## src/rtl/flash_rd_pkg.sv

```systemverilog
package flash_rd_pkg;

  typedef enum logic [2:0] {
    ST_IDLE,
    ST_SEND,
    ST_DUMMY,
    ST_DATA,
    ST_RESP
  } seq_state_t;

  // lane count as log2: 0 single, 1 dual, 2 quad
  function automatic logic [7:0] read_opcode(input logic [1:0] lanes_log,
                                             input logic fast,
                                             input logic addr4);
    logic [7:0] op;
    if (lanes_log == 2'd2)      op = addr4 ? 8'h6C : 8'h6B;
    else if (lanes_log == 2'd1) op = addr4 ? 8'h3C : 8'h3B;
    else if (fast)              op = addr4 ? 8'h0C : 8'h0B;
    else                        op = addr4 ? 8'h13 : 8'h03;
    return op;
  endfunction

endpackage

```

## src/rtl/fr_opcode_sel.sv

```systemverilog
module fr_opcode_sel
  import flash_rd_pkg::*;
(
  input  logic [1:0] cfg_width,
  input  logic       cfg_fast,
  input  logic [2:0] cfg_addr_len,
  input  logic       cfg_byte4_en,
  input  logic [3:0] cfg_dummy,
  output logic [1:0] lanes_log,
  output logic       addr4,
  output logic [3:0] dummy_eff,
  output logic [7:0] opcode
);
  always_comb begin
    if (cfg_width[1])      lanes_log = 2'd2;
    else if (cfg_width[0]) lanes_log = 2'd1;
    else                   lanes_log = 2'd0;
    addr4     = cfg_byte4_en && (cfg_addr_len == 3'd4);
    dummy_eff = (cfg_fast || (lanes_log != 2'd0)) ? cfg_dummy : 4'd0;
    opcode    = read_opcode(lanes_log, cfg_fast, addr4);
  end
endmodule

```

## src/rtl/fr_sequencer.sv

```systemverilog
module fr_sequencer
  import flash_rd_pkg::*;
#(
  parameter int BUS_BYTES = 4,
  parameter int LEN_W     = 2
) (
  input  logic                   clk,
  input  logic                   rst_n,
  input  logic                   start,
  input  logic [7:0]             opcode,
  input  logic                   addr4,
  input  logic [3:0]             dummy_eff,
  input  logic [1:0]             lanes_log,
  input  logic [31:0]            addr,
  input  logic [LEN_W-1:0]       len_m1,
  input  logic                   rsp_ready,
  output logic                   busy,
  output logic                   rsp_valid,
  output logic [BUS_BYTES*8-1:0] rsp_data,
  output logic                   cs_n,
  output logic                   sck,
  output logic [3:0]             io_out,
  output logic [3:0]             io_oe,
  input  logic [3:0]             io_in
);
  localparam int ACC_W = BUS_BYTES * 8;
  localparam int SH_W  = 40;
  localparam int CNT_W = $clog2((ACC_W > SH_W ? ACC_W : SH_W) + 1);

  seq_state_t           state;
  logic [SH_W-1:0]      shreg;
  logic [CNT_W-1:0]     cnt;
  logic [ACC_W-1:0]     acc;
  logic [1:0]           lanes_q;
  logic [3:0]           dummy_q;
  logic [LEN_W-1:0]     len_q;

  function automatic logic [CNT_W-1:0] data_cycles(input logic [LEN_W-1:0] n,
                                                   input logic [1:0] lg);
    logic [CNT_W-1:0] bits;
    bits = CNT_W'((int'(n) + 1) * 8);
    return bits >> lg;
  endfunction

  function automatic logic [ACC_W-1:0] pack_le(input logic [ACC_W-1:0] a,
                                               input logic [LEN_W-1:0] n);
    logic [ACC_W-1:0] r;
    r = '0;
    for (int i = 0; i < BUS_BYTES; i++) begin
      if (i <= int'(n)) r[8*i +: 8] = a[8*(int'(n)-i) +: 8];
    end
    return r;
  endfunction

  always_ff @(posedge clk or negedge rst_n) begin
    if (!rst_n) begin
      state    <= ST_IDLE;
      shreg    <= '0;
      cnt      <= '0;
      acc      <= '0;
      lanes_q  <= '0;
      dummy_q  <= '0;
      len_q    <= '0;
      cs_n     <= 1'b1;
      sck      <= 1'b0;
      rsp_data <= '0;
    end else begin
      case (state)
        ST_IDLE: if (start) begin
          shreg   <= addr4 ? {opcode, addr} : {opcode, addr[23:0], 8'h00};
          cnt     <= addr4 ? CNT_W'(40) : CNT_W'(32);
          lanes_q <= lanes_log;
          dummy_q <= dummy_eff;
          len_q   <= len_m1;
          acc     <= '0;
          cs_n    <= 1'b0;
          state   <= ST_SEND;
        end
        ST_SEND, ST_DUMMY, ST_DATA: begin
          if (!sck) begin
            sck <= 1'b1;
            if (state == ST_DATA) begin
              case (lanes_q)
                2'd1:    acc <= {acc[ACC_W-3:0], io_in[1:0]};
                2'd2:    acc <= {acc[ACC_W-5:0], io_in};
                default: acc <= {acc[ACC_W-2:0], io_in[1]};
              endcase
            end
          end else begin
            sck <= 1'b0;
            if (state == ST_SEND) shreg <= {shreg[SH_W-2:0], 1'b0};
            if (cnt == CNT_W'(1)) begin
              if (state == ST_SEND && dummy_q != 4'd0) begin
                state <= ST_DUMMY;
                cnt   <= CNT_W'(dummy_q);
              end else if (state != ST_DATA) begin
                state <= ST_DATA;
                cnt   <= data_cycles(len_q, lanes_q);
              end else begin
                state    <= ST_RESP;
                cs_n     <= 1'b1;
                rsp_data <= pack_le(acc, len_q);
              end
            end else begin
              cnt <= cnt - CNT_W'(1);
            end
          end
        end
        ST_RESP: if (rsp_ready) state <= ST_IDLE;
        default: state <= ST_IDLE;
      endcase
    end
  end

  assign busy      = (state != ST_IDLE);
  assign rsp_valid = (state == ST_RESP);
  assign io_out    = {3'b000, shreg[SH_W-1]};
  assign io_oe     = (state == ST_SEND) ? 4'b0001 : 4'b0000;
endmodule

```

## src/rtl/fr_pin_mux.sv

```systemverilog
module fr_pin_mux (
  input  logic       own,
  input  logic       eng_cs_n,
  input  logic       eng_sck,
  input  logic [3:0] eng_io_out,
  input  logic [3:0] eng_io_oe,
  input  logic       reg_cs_n,
  input  logic       reg_sck,
  input  logic [3:0] reg_io_out,
  input  logic [3:0] reg_io_oe,
  output logic       pin_cs_n,
  output logic       pin_sck,
  output logic [3:0] pin_io_out,
  output logic [3:0] pin_io_oe
);
  always_comb begin
    pin_cs_n   = own ? eng_cs_n   : reg_cs_n;
    pin_sck    = own ? eng_sck    : reg_sck;
    pin_io_out = own ? eng_io_out : reg_io_out;
    pin_io_oe  = own ? eng_io_oe  : reg_io_oe;
  end
endmodule

```

## src/rtl/flash_map_reader.sv

```systemverilog
module flash_map_reader #(
  parameter int BUS_BYTES = 4,
  parameter int LEN_W     = $clog2(BUS_BYTES)
) (
  input  logic                   clk,
  input  logic                   rst_n,
  input  logic                   map_en,
  input  logic [1:0]             cfg_width,
  input  logic                   cfg_fast,
  input  logic [2:0]             cfg_addr_len,
  input  logic                   cfg_byte4_en,
  input  logic [3:0]             cfg_dummy,
  input  logic                   req_valid,
  output logic                   req_ready,
  input  logic [31:0]            req_addr,
  input  logic [LEN_W-1:0]       req_len,
  output logic                   rsp_valid,
  input  logic                   rsp_ready,
  output logic [BUS_BYTES*8-1:0] rsp_data,
  input  logic                   reg_cs_n,
  input  logic                   reg_sck,
  input  logic [3:0]             reg_io_out,
  input  logic [3:0]             reg_io_oe,
  output logic                   flash_cs_n,
  output logic                   flash_sck,
  output logic [3:0]             flash_io_out,
  output logic [3:0]             flash_io_oe,
  input  logic [3:0]             flash_io_in
);
  logic [1:0] lanes_log;
  logic       addr4;
  logic [3:0] dummy_eff;
  logic [7:0] opcode;
  logic       busy;
  logic       eng_cs_n, eng_sck;
  logic [3:0] eng_io_out, eng_io_oe;

  assign req_ready = map_en && !busy;

  fr_opcode_sel u_sel (
    .cfg_width    (cfg_width),
    .cfg_fast     (cfg_fast),
    .cfg_addr_len (cfg_addr_len),
    .cfg_byte4_en (cfg_byte4_en),
    .cfg_dummy    (cfg_dummy),
    .lanes_log    (lanes_log),
    .addr4        (addr4),
    .dummy_eff    (dummy_eff),
    .opcode       (opcode)
  );

  fr_sequencer #(.BUS_BYTES(BUS_BYTES), .LEN_W(LEN_W)) u_seq (
    .clk       (clk),
    .rst_n     (rst_n),
    .start     (req_valid && req_ready),
    .opcode    (opcode),
    .addr4     (addr4),
    .dummy_eff (dummy_eff),
    .lanes_log (lanes_log),
    .addr      (req_addr),
    .len_m1    (req_len),
    .rsp_ready (rsp_ready),
    .busy      (busy),
    .rsp_valid (rsp_valid),
    .rsp_data  (rsp_data),
    .cs_n      (eng_cs_n),
    .sck       (eng_sck),
    .io_out    (eng_io_out),
    .io_oe     (eng_io_oe),
    .io_in     (flash_io_in)
  );

  fr_pin_mux u_mux (
    .own        (map_en || busy),
    .eng_cs_n   (eng_cs_n),
    .eng_sck    (eng_sck),
    .eng_io_out (eng_io_out),
    .eng_io_oe  (eng_io_oe),
    .reg_cs_n   (reg_cs_n),
    .reg_sck    (reg_sck),
    .reg_io_out (reg_io_out),
    .reg_io_oe  (reg_io_oe),
    .pin_cs_n   (flash_cs_n),
    .pin_sck    (flash_sck),
    .pin_io_out (flash_io_out),
    .pin_io_oe  (flash_io_oe)
  );
endmodule

```

## config.mk

```make
export PLATFORM = sky130hd
export DESIGN_NAME = flash_map_reader
export DESIGN_NICKNAME = d
export VERILOG_FILES = /design/src/rtl/flash_rd_pkg.sv /design/src/rtl/fr_opcode_sel.sv /design/src/rtl/fr_sequencer.sv /design/src/rtl/fr_pin_mux.sv /design/src/rtl/flash_map_reader.sv
export SDC_FILE = /design/constraint.sdc
export NUM_CORES = 1
export LEC_CHECK = 0
export BUFFER_PORTS_ARGS = -buffer_cell sky130_fd_sc_hd__buf_2
export CAP_MARGIN = 15
export CORE_ASPECT_RATIO = 1.25
export CORE_MARGIN = 2
export CORE_UTILIZATION = 58
export DETAILED_ROUTE_END_ITERATION = 10
export PLACE_DENSITY_LB_ADDON = 0.05
export SLEW_MARGIN = 20
export SYNTH_ARGS = -nofsm -noshare
export SYNTH_HDL_FRONTEND = slang
export SYNTH_SLANG_ARGS = --single-unit
```

## constraint.sdc

```tcl
create_clock -name clk -period 2.9 [get_ports clk]
set_input_delay 0.29 -clock clk [delete_from_list [all_inputs] [get_ports clk]]
set_output_delay 0.29 -clock clk [all_outputs]
set_load 0.05 [all_outputs]
```

==> flow_metrics.env <==
export IMPL_highest_layer="met4"
export IMPL_pin_count=108
export IMPL_grt_max_degree=88
export IMPL_yosysUniqueCellTypes=58
export IMPL_synth_xor_area_share_pct=0.374
export IMPL_synth_adder_area_share_pct=1.07
export IMPL_ir_worst_vdd_uv=760
export IMPL_slew_headroom_pct=59.2
export IMPL_whs_ps=61.0
export IMPL_rrSetupSlack_ps=390
export IMPL_dieArea_sq_um=13000
export IMPL_numCtsBuffers=17
export IMPL_finalNetCount=946
export IMPL_synth_compound_area_share_pct=22.4
export IMPL_fin_skew_ps=6.07
export IMPL_rsz0062_at_grt="no"
export IMPL_p_leak_nw=3.71
export IMPL_ys_async_sr_fraction_pct=100
export IMPL_finalHoldViolCount=0
export IMPL_antenna_cells=0
export IMPL_yosys_warnings=0
export IMPL_clk_latency_ps=420
export IMPL_crit_path_end_kind="output pin"
export IMPL_vias=6117
export IMPL_finalMaxSlewViolations=0
export IMPL_syn_area_sq_um=7020
export IMPL_avgViaCountPerCell=5.83
export IMPL_route_detailed_drc=0
export IMPL_synth_top_family_by_area="compound AO/OA/AOI/OAI gates"
export IMPL_grt_antenna_before_repair=0
export IMPL_post_cts_setup_buffers=0
export IMPL_postRouteWirelength_microns=17300
export IMPL_hp_class="primary input to register"
export IMPL_cts_htree_levels=4
export IMPL_drtAntennaViolNets=0
export IMPL_totalNegativeSetupSlack_ps=0
export IMPL_worst_path_max_fanout=14
export IMPL_synthMuxAreaShare_pct=10.6
export IMPL_yosys_top_cells_area="dfrtp_1 (43%), nand2_1 (7.3%), mux2i_1 (6.0%)"
export IMPL_clock_sinks=123
export IMPL_drive_gt1_share_pct=21.3
export IMPL_max_freq_mhz=397
export IMPL_finalCritPeriodShare_pct=86.9
export IMPL_worstSetupStartpointType="register"
export IMPL_required_ps=2610
export IMPL_wl_met3_microns=838
export IMPL_synth_edff_count=0
export IMPL_wl_met2_microns=8900
export IMPL_setup_violations_final=0
export IMPL_dp_hpwl_microns=12100
export IMPL_netlist_instances=805
export IMPL_coreArea_sq_um=11700
export IMPL_synth_top_area_share_pct=43.5
export IMPL_grt_pass1_wl_microns=28600
export IMPL_cp_cell_sequence="nor4_1 > buf_4 > mux2_2 > buf_2"
export IMPL_maxCapViolCount=0
export IMPL_track_usage_pct=28.0
export IMPL_critPathArrivalTime_ps=2230
export IMPL_syn_to_final_growth_pct=16.5
export IMPL_dr_pass1_iters=5
export IMPL_die_height_microns=127
export IMPL_post_drt_wl_per_cell_microns=16.4
export IMPL_worst_setup_path_type="register to output pin"
export IMPL_critPathMaxStageDelay_ps=580
export IMPL_root_buffer="clkbuf_16"
export IMPL_synth_nets=875
export IMPL_final_common_cell="nand2_1"
export IMPL_start_util_pct=59.9
export IMPL_routabilityCongestion=0.926
export IMPL_syn_area_per_cell_sq_um=8.73
export IMPL_outcome="completed"
export IMPL_crit_slowest_cell="dfrtp_1"
export IMPL_finalPower_mw=8.65
export IMPL_overflow=0
export IMPL_clk_pin_slew_worst_paths_ps=60
export IMPL_grt_pass1_vias=5944
export IMPL_port_buffers=107
export IMPL_power_density_nw_per_um2=1060
export IMPL_layout_common_cells="nand2_1 (136), dfrtp_1 (122), buf_2 (106)"
export IMPL_drt_iter0_markers=302
export IMPL_cts_tree="built"
export IMPL_rows=44
export IMPL_cts_resized=0
export IMPL_die_width_microns=102
export IMPL_synth_ff_type="dfrtp_1"
export IMPL_synth_seq_cells=123
export IMPL_fin_crit_ps=2520
export IMPL_synth_simple_area_share_pct=16.4
export IMPL_wl_met1_microns=6970
export IMPL_yosysSeqAreaShare_pct=43.8
export IMPL_tightest_slew_ps=611
export IMPL_fillers=967
export IMPL_synth_top_area_cell="dfrtp_1"
export IMPL_cts_path_max_buffers=2
[synth_stat cells, types with 2 or more instances]
| master | number |
|---|---|
| buf_6 | 3 |
| nand3_1 | 7 |
| mux2_2 | 18 |
| mux2_4 | 8 |
| buf_1 | 7 |
| xor2_1 | 2 |
| and2_1 | 9 |
| o211ai_1 | 9 |
| a22o_1 | 2 |
| nor2b_1 | 4 |
| nand2_1 | 137 |
| clkbuf_1 | 37 |
| nor2_1 | 84 |
| a21oi_1 | 79 |
| o22ai_1 | 2 |
| buf_4 | 6 |
| or3_1 | 3 |
| a221o_1 | 2 |
| nand3b_1 | 3 |
| o31ai_1 | 42 |
| nor3_1 | 5 |
| a22oi_1 | 38 |
| ha_1 | 6 |
| o21ai_1 | 2 |
| dfrtp_1 | 122 |
| and3_1 | 3 |
| mux2i_1 | 42 |
| nor4_1 | 3 |
| o21ai_0 | 65 |
| inv_1 | 10 |
| buf_2 | 18 |
[worst paths after layout]
kind | from | end | depth (start not counted)
worst max-delay path | u_seq.state[1]$_DFFE_PN0P_ | flash_sck | 4
max in group asynchronous | rst_n | u_seq.dummy_q[0]$_DFFE_PN0P_ | 3
min in group asynchronous | rst_n | u_seq.rsp_data[21]$_DFFE_PN0P_ | 2
worst min-delay path | rsp_ready | u_seq.state[2]$_DFFE_PN0P_ | 2
worst min register to register | u_seq.rsp_data[18]$_DFFE_PN0P_ | u_seq.rsp_data[18]$_DFFE_PN0P_ | 2
worst max register to register | u_seq.cnt[1]$_DFFE_PN0P_ | u_seq.rsp_data[13]$_DFFE_PN0P_ | 7
[cell type report]
cell class	instances	area (sq um)	share of cell area, %
Multi-Input combinational cell	601	3600	44.0
Sequential cell	123	3080	37.6
Timing Repair Buffer	123	673	8.22
Clock buffer	21	450	5.50
Tap cell	161	201	2.46
Clock inverter	11	144	1.76
Inverter	10	37.5	0.459
[flip-flops by register name, indices dropped and copies added, names as in the netlist]
register	flops
u_seq.sck	1
u_seq.state	3
u_seq.dummy_q	4
u_seq.len_q	2
u_seq.rsp_data	32
u_seq.acc	32
u_seq.cnt	6
u_seq.cs_n	1
u_seq.lanes_q	2
u_seq.shreg	40
[per-stage QoR]
stage | std cells | util [%] | cell area, sq um | worst slack [ps]
floorplan | 805 | - | 7020 | 679
global placement | 1017 | 64.6 | 7580 | 620
detailed placement | 1017 | 64.6 | 7580 | 442
CTS | 1050 | 69.8 | 8180 | 367
global route | 1050 | 69.8 | 8190 | 200
finish | 1050 | 69.8 | 8190 | 381
[power by group]
group	total [mW]	switching [mW]	internal, mW
Combinational	3.62	2.36	1.26
Clock	2.14	0.773	1.37
Sequential	2.89	0.644	2.24
[cells by family after synthesis]
logic type                 after synthesis
and+or+nand+nor                        268
AOI/OAI and AO/OA                      256
DFF                                    123
buffers and inverters                   81
muxes                                   68
adders and majority gates                6
xor gates and xnor gates                 3
[routing by layer]
| metal | up-vias | global-route usage [%] |
|---|---|---|
| met5 | - | 0 |
| met2 | 193 | 47.1 |
| li1 | 2995 | - |
| met3 | 45 | 5.58 |
| met4 | 0 | 12.9 |
| met1 | 2884 | 34.4 |
[what timing repair did]
item                                    in CTS  in global routing
hold endpoints to repair                    36                  0
endpoints found under the setup margin       0                  0
hold buffers                                 1                  0
[worst max-delay path: cells and delay by family (launching register included)]
kind          cells  cell delay [ps]
simple gates      1              460
flops             1              580
mux               1              330
buf+inv           2              440
Power figures use the tool's default switching activity.
